**src/rtl/lcdrx_pkg.sv**
```systemverilog
package lcdrx_pkg;

  localparam int unsigned SEG_COUNT  = 156;
  localparam int unsigned CTL_WIDTH  = 4;
  localparam int unsigned ADR_WIDTH  = 8;
  localparam logic [7:0]  ADR_MATCH  = 8'h41;

  typedef struct packed {
    logic save;
    logic blank;
    logic bias3;
  } ctl_t;

  // saturating increment used by the address counter
  function automatic int unsigned sat_inc(int unsigned v, int unsigned lim);
    return (v >= lim) ? lim : v + 1;
  endfunction

  // frame position hit by payload bit i of an n-bit payload (negative: shifted out)
  function automatic int frame_pos(int n, int i, int width);
    return width - n + i;
  endfunction

endpackage

```
**src/rtl/lcdrx_sync.sv**
```systemverilog
module lcdrx_sync #(
  parameter int unsigned STAGES = 2,
  parameter int unsigned N      = 3
) (
  input  logic         clk,
  input  logic         rst_n,
  input  logic [N-1:0] pin_i,
  output logic [N-1:0] lvl_o,
  output logic [N-1:0] rise_o,
  output logic [N-1:0] fall_o
);
  logic [N-1:0] dly_q;

  for (genvar g = 0; g < N; g++) begin : g_sig
    logic [STAGES-1:0] chain_q;
    always_ff @(posedge clk or negedge rst_n) begin
      if (!rst_n) chain_q <= '0;
      else        chain_q <= {chain_q[STAGES-2:0], pin_i[g]};
    end
    assign lvl_o[g] = chain_q[STAGES-1];
  end

  always_ff @(posedge clk or negedge rst_n) begin
    if (!rst_n) dly_q <= '0;
    else        dly_q <= lvl_o;
  end

  assign rise_o = lvl_o & ~dly_q;
  assign fall_o = ~lvl_o & dly_q;
endmodule

```
**src/rtl/lcdrx_frame.sv**
```systemverilog
module lcdrx_frame
  import lcdrx_pkg::*;
#(
  parameter int unsigned FRAME_W = 160,
  parameter int unsigned ADR_W   = 8,
  parameter logic [ADR_W-1:0] ADR_VAL = 8'h41
) (
  input  logic               clk,
  input  logic               rst_n,
  input  logic               ce_lvl,
  input  logic               ce_rise,
  input  logic               ce_fall,
  input  logic               sck_rise,
  input  logic               din,
  output logic [FRAME_W-1:0] frame_o,
  output logic               commit_o
);
  localparam int unsigned CW = $clog2(ADR_W + 1);

  logic [CW-1:0]      bit_cnt;
  logic [ADR_W-1:0]   adr_q;
  logic [FRAME_W-1:0] frame_q;
  logic               adr_done;
  logic               take_bit;

  assign adr_done = (bit_cnt == CW'(ADR_W));
  assign take_bit = ce_lvl && sck_rise;

  always_ff @(posedge clk or negedge rst_n) begin
    if (!rst_n) begin
      bit_cnt <= '0;
      adr_q   <= '0;
      frame_q <= '0;
    end else if (ce_rise) begin
      bit_cnt <= '0;
      adr_q   <= '0;
      frame_q <= '0;
    end else if (take_bit) begin
      bit_cnt <= CW'(sat_inc(int'(bit_cnt), ADR_W));
      if (!adr_done) adr_q   <= {din, adr_q[ADR_W-1:1]};
      else           frame_q <= {din, frame_q[FRAME_W-1:1]};
    end
  end

  assign frame_o  = frame_q;
  assign commit_o = ce_fall && adr_done && (adr_q == ADR_VAL);


  r4_cnt_clear_chk: assert property (@(posedge clk) disable iff (!rst_n)
    ce_rise |=> (bit_cnt == '0));

  r6_frame_clear_chk: assert property (@(posedge clk) disable iff (!rst_n)
    ce_rise |=> (frame_q == '0));

  r7_cnt_hold_chk: assert property (@(posedge clk) disable iff (!rst_n)
    (adr_done && take_bit && !ce_rise) |=> adr_done);
endmodule

```
**src/rtl/lcdrx_regs.sv**
```systemverilog
module lcdrx_regs
  import lcdrx_pkg::*;
#(
  parameter int unsigned SEG_N   = 156,
  parameter int unsigned FRAME_W = 160
) (
  input  logic               clk,
  input  logic               rst_n,
  input  logic               commit_i,
  input  logic [FRAME_W-1:0] frame_i,
  output logic [SEG_N-1:0]   seg_o,
  output ctl_t               ctl_o
);
  always_ff @(posedge clk or negedge rst_n) begin
    if (!rst_n) begin
      seg_o <= '0;
      ctl_o <= '0;
    end else if (commit_i) begin
      seg_o       <= frame_i[SEG_N-1:0];
      ctl_o.bias3 <= frame_i[SEG_N];
      ctl_o.blank <= frame_i[SEG_N+1];
      ctl_o.save  <= frame_i[SEG_N+2];
    end
  end


  r9_hold_chk: assert property (@(posedge clk) disable iff (!rst_n)
    !commit_i |=> ($stable(seg_o) && $stable(ctl_o)));

  r1_reset_chk: assert property (@(posedge clk)
    !rst_n |=> ((seg_o == '0) && (ctl_o == '0)));
endmodule

```
**src/rtl/lcd_serial_rx.sv**
```systemverilog
module lcd_serial_rx
  import lcdrx_pkg::*;
#(
  parameter int unsigned SEG_N     = SEG_COUNT,
  parameter int unsigned CTL_W     = CTL_WIDTH,
  parameter int unsigned ADR_W     = ADR_WIDTH,
  parameter logic [ADR_W-1:0] ADR_VAL = ADR_MATCH,
  parameter int unsigned SYNC_DEPTH = 2
) (
  input  logic             clk,
  input  logic             rst_n,
  input  logic             ce_pin,
  input  logic             sck_pin,
  input  logic             sdi_pin,
  output logic [SEG_N-1:0] seg_data,
  output logic             bias_third,
  output logic             seg_blank,
  output logic             power_save
);
  localparam int unsigned FRAME_W = SEG_N + CTL_W;

  logic [2:0]         lvl, rise, fall;
  logic [FRAME_W-1:0] frame;
  logic               commit;
  ctl_t               ctl;

  lcdrx_sync #(.STAGES(SYNC_DEPTH), .N(3)) u_sync (
    .clk(clk), .rst_n(rst_n),
    .pin_i({sdi_pin, sck_pin, ce_pin}),
    .lvl_o(lvl), .rise_o(rise), .fall_o(fall)
  );

  lcdrx_frame #(.FRAME_W(FRAME_W), .ADR_W(ADR_W), .ADR_VAL(ADR_VAL)) u_frame (
    .clk(clk), .rst_n(rst_n),
    .ce_lvl(lvl[0]), .ce_rise(rise[0]), .ce_fall(fall[0]),
    .sck_rise(rise[1]), .din(lvl[2]),
    .frame_o(frame), .commit_o(commit)
  );

  lcdrx_regs #(.SEG_N(SEG_N), .FRAME_W(FRAME_W)) u_regs (
    .clk(clk), .rst_n(rst_n),
    .commit_i(commit), .frame_i(frame),
    .seg_o(seg_data), .ctl_o(ctl)
  );

  assign bias_third = ctl.bias3;
  assign seg_blank  = ctl.blank;
  assign power_save = ctl.save;


  r10_commit_on_fall_chk: assert property (@(posedge clk) disable iff (!rst_n)
    commit |-> (fall[0] && !lvl[0]));
endmodule

```
**config.mk**
```make
export PLATFORM = sky130hd
export DESIGN_NAME = lcd_serial_rx
export DESIGN_NICKNAME = d
export VERILOG_FILES = /design/src/rtl/lcdrx_pkg.sv /design/src/rtl/lcdrx_sync.sv /design/src/rtl/lcdrx_frame.sv /design/src/rtl/lcdrx_regs.sv /design/src/rtl/lcd_serial_rx.sv
export SDC_FILE = /design/constraint.sdc
export NUM_CORES = 1
export LEC_CHECK = 0
export ABC_AREA = 1
export BUFFER_PORTS_ARGS = -buffer_cell sky130_fd_sc_hd__buf_2
export CAP_MARGIN = 20
export CORE_MARGIN = 2
export CORE_UTILIZATION = 35
export DETAILED_ROUTE_END_ITERATION = 10
export GPL_TIMING_DRIVEN = 0
export SYNTH_ARGS = -nofsm -noshare
export SYNTH_HDL_FRONTEND = slang
export SYNTH_SLANG_ARGS = --single-unit
export TNS_END_PERCENT = 20
```
**constraint.sdc**
```tcl
create_clock -name clk -period 4.3 [get_ports clk]
set_input_delay 0.86 -clock clk [delete_from_list [all_inputs] [get_ports clk]]
set_output_delay 0.86 -clock clk [all_outputs]
set_load 0.005 [all_outputs]
```
==> results_dict.tcl <==
set metrics [dict create \
    status "complete, no violations" \
    grt_pass1_wl_mm 60.8 \
    design.die.area_mm2 0.0434 \
    synth-main-ff-cell "sky130_fd_sc_hd__dfrtp_1" \
    timing.hold.worst_path_depth 0 \
    flow.area_growth_from_synthesis_pct 19.5 \
    relative_max_transition_margin_pct 34.2 \
    total_power_uw 6810 \
    crit_path_start_kind "flip-flop" \
    number_of_antenna_violations_at_the_first_check_in_global_routing 0 \
    grtUsageMet2_pct 27.8 \
    async_reset_ff_share_pct 100 \
    global_route.usage.met1_pct 22.7 \
    power_leakage_uw 0.00985 \
    cts_htree_levels 2 \
    worst_r2r_path_depth 10 \
    die_w_um 208 \
    critical-path-max-stage-delay_ns 0.40 \
    pwr_cell_area_mw_per_mm2 390 \
    rsz0062_at_grt "no" \
    path_common_cell "sky130_fd_sc_hd__nand2_1" \
    hold_violations 0 \
    regToRegSetupSlack_ns 1.72 \
    biggest_area_consumer_among_synthesized_cells "sky130_fd_sc_hd__dfrtp_1" \
    finish.utilization_pct 42.5 \
    setup.worst_path.class "reg2reg" \
    measured_slew_at_the_worst_slew_check_pin_ns 0.987 \
    crit_slowest_cell "sky130_fd_sc_hd__dfrtp_1" \
    cts-resized-gates 0 \
    end_kind "flip-flop" \
    post-cts-setup-buffer-count 0 \
    effective_utilization_at_floorplan_pct 35.6 \
    final_cell_count_no_fill 2573 \
    post-route-min-period_ns 2.58 \
    yosys.area_share.adder_pct 0.171 \
    cts_root_buffer "sky130_fd_sc_hd__clkbuf_16" \
    ir_worst_vdd_uv 214 \
    slew_viol_final 0 \
    dieHeight_um 208 \
    setup_viol 0 \
    standard_cell_core_area_mm2 0.0410 \
    synthDominantCellAreaShare_pct 58.1 \
    synth_top_family_by_area "simple AND/OR/NAND/NOR gates" \
    grt_util_met3_pct 3.26 \
    synth.cell_area_mm2 0.0146 \
    synth_top_cells_by_count "sky130_fd_sc_hd__nand2_1, sky130_fd_sc_hd__dfrtp_1, sky130_fd_sc_hd__inv_1, sky130_fd_sc_hd__nand3_1, sky130_fd_sc_hd__o21ai_0" \
    syn_area_per_cell_um2 8.08 \
    critPathMaxFanout 10 \
    synth-compound-area-share_pct 5.82 \
    synth_mux_area_share_pct 0 \
    drcViolationCount 0 \
    grt_pass1_vias 11800 \
    routed_wire_length_mm 36.0 \
    finalInstanceArea_mm2 0.0174 \
    clk_pin_slew_ns 0.06 \
    design.final.nets 2021 \
    cp_data_arrival_time_ns 3.00 \
    buffer_ports.inserted 163 \
    clock_tree_from_tritoncts "yes" \
    finalWorstSetupSlack_ns 1.72 \
    ys_top_cells_by_area "sky130_fd_sc_hd__dfrtp_1, sky130_fd_sc_hd__nand2_1, sky130_fd_sc_hd__nand3_1" \
    via_count_normalized_by_instance_count 4.66 \
    postSynthNetCount 1814 \
    postSynthRegisterBits 339 \
    globalRoute.busiestLayer "met2" \
    dr.first_iter.drc_count 741 \
    synthSimpleGateAreaFrac_pct 27.5 \
    hold_path.class "reg2reg" \
    min_period_over_period_pct 60.1 \
    detailed_place_hpwl_mm 23.6 \
    yosysMostFrequentCell "sky130_fd_sc_hd__nand2_1" \
    via_count 12000 \
    clock_sinks 339 \
    crit_path_cell_trace "inv_1 -> ha_1 -> nand3_2 -> buf_6 -> nor2_8 -> nand2_2 -> buf_4 -> buf_2 -> nand2_1 -> nand2_1" \
    global_route.overflow_total 0 \
    dpl-instance-area_mm2 0.0162 \
    data_required_time_of_the_critical_path_ns 4.72 \
    antenna_cells_inserted 0 \
    yosysUniqueCellTypes 21 \
    drive_gt1_share_pct 14.7 \
    clock-skew-final_ns 0.0177 \
    floorplan.rows 74 \
    fmax_achieved_mhz 387 \
    maximum_number_of_pins_on_one_net_before_global_route_repair 120 \
    synthCells 1807 \
    yosys.area_share.xor_xnor_pct 0.0600 \
    seq_area_frac_synth_pct 58.1 \
    max-clock-path-buffers 3 \
    max_cap_viol_count 0 \
    drt_pass1_iterations 4 \
    final_antenna_net_count 0 \
    numCtsBuffers 40 \
    placer_congestion 0.786 \
    detailedPlace.worstSlack_ns 1.65 \
    dpl.cell_count 2504 \
    pin_count 164 \
    global_route.usage.total_pct 17.1 \
    synth_enable_flop_cells 0 \
    detail_route.wl_per_cell_um 14.0 \
    yosysWarnings 0 \
    hold_buffers 0 \
    worstSkewPairLatency_ns 0.55 \
]
-- layout by cell type (no fill, tap or decap), types with 7 or more instances in the layout --
| cell type | count |
|---|---|
| sky130_fd_sc_hd__buf_4 | 14 |
| sky130_fd_sc_hd__clkbuf_1 | 59 |
| sky130_fd_sc_hd__inv_1 | 170 |
| sky130_fd_sc_hd__o21ai_0 | 169 |
| sky130_fd_sc_hd__clkbuf_8 | 7 |
| sky130_fd_sc_hd__dfrtp_1 | 339 |
| sky130_fd_sc_hd__nand2_1 | 656 |
| sky130_fd_sc_hd__buf_2 | 215 |
| sky130_fd_sc_hd__clkbuf_16 | 41 |
| sky130_fd_sc_hd__nor2_1 | 168 |
| sky130_fd_sc_hd__nand3_1 | 170 |
-- power breakdown --
group	internal (uW)	switching [uW]
Sequential	3200	5.78
Combinational	37.4	191
Clock	2040	1330
Total	5280	1530
-- registers in the layout, indices dropped and copies added (netlist names) --
| name | flops |
|---|---|
| u_regs.ctl_o | 3 |
| u_frame.frame_o | 160 |
| u_sync.dly_q | 2 |
| u_regs.seg_o | 156 |
| u_frame.adr_q | 8 |
| u_sync.g_sig.chain_q | 6 |
| u_frame.bit_cnt | 4 |
-- logic make-up (layout without fill, tap and decap cells) --
family,after synthesis,count (layout)
AO/OA/AOI/OAI,170,170
XOR/XNOR,1,1
adder cells (fa/ha/maj),2,2
buffers and inverters,294,528
flip-flops,339,339
AND/OR/NAND/NOR,1001,1001
-- worst max-delay path, delay by kind of cell, from the launching register on --
kind	cells	cell delay (ns)
buf+inv	4	0.93
simple gates	5	0.92
flops	1	0.40
fa+ha+maj	1	0.17
-- per-stage QoR --
step / setup TNS [ns] / hold slack [ns]
2_1_floorplan: 0 / 0.331
3_3_place_gp: -1431.43 / 0.346
3_5_place_dp: 0 / 0.340
4_1_cts: 0 / 0.355
5_1_grt: 0 / 0.366
6_report: 0 / 0.354
-- final timing paths --
check,start,end
worst min register to register,u_sync.g_sig[0].chain_q[0]$_DFF_PN0_,u_sync.g_sig[0].chain_q[1]$_DFF_PN0_
worst max register to register,u_frame.bit_cnt[0]$_DFFE_PN0P_,u_regs.seg_o[80]$_DFFE_PN0P_
max in group asynchronous,rst_n,u_frame.frame_o[76]$_DFFE_PN0P_
worst min-delay path,u_sync.g_sig[0].chain_q[0]$_DFF_PN0_,u_sync.g_sig[0].chain_q[1]$_DFF_PN0_
worst max-delay path,u_frame.bit_cnt[0]$_DFFE_PN0P_,u_regs.seg_o[80]$_DFFE_PN0P_
min in group asynchronous,rst_n,u_regs.seg_o[41]$_DFFE_PN0P_
-- layer usage --
metal / up-vias / share of wire, %
met3: 69 / 4.8
met5: - / 0
met1: 5713 / 46
met2: 227 / 46
met4: 0 / 2.9
li1: 5990 / -
-- area by class of cell --
cell class / instances / area, um2
Inverter: 172 / 646
Tap cell: 532 / 666
Sequential cell: 339 / 8480
Clock inverter: 11 / 135
Clock buffer: 58 / 1160
Fill cell: 4164 / 23600
Buffer: 122 / 584
Multi-Input combinational cell: 1174 / 4890
Timing Repair Buffer: 165 / 881
No activity file was read; power rests on OpenSTA's default activity.
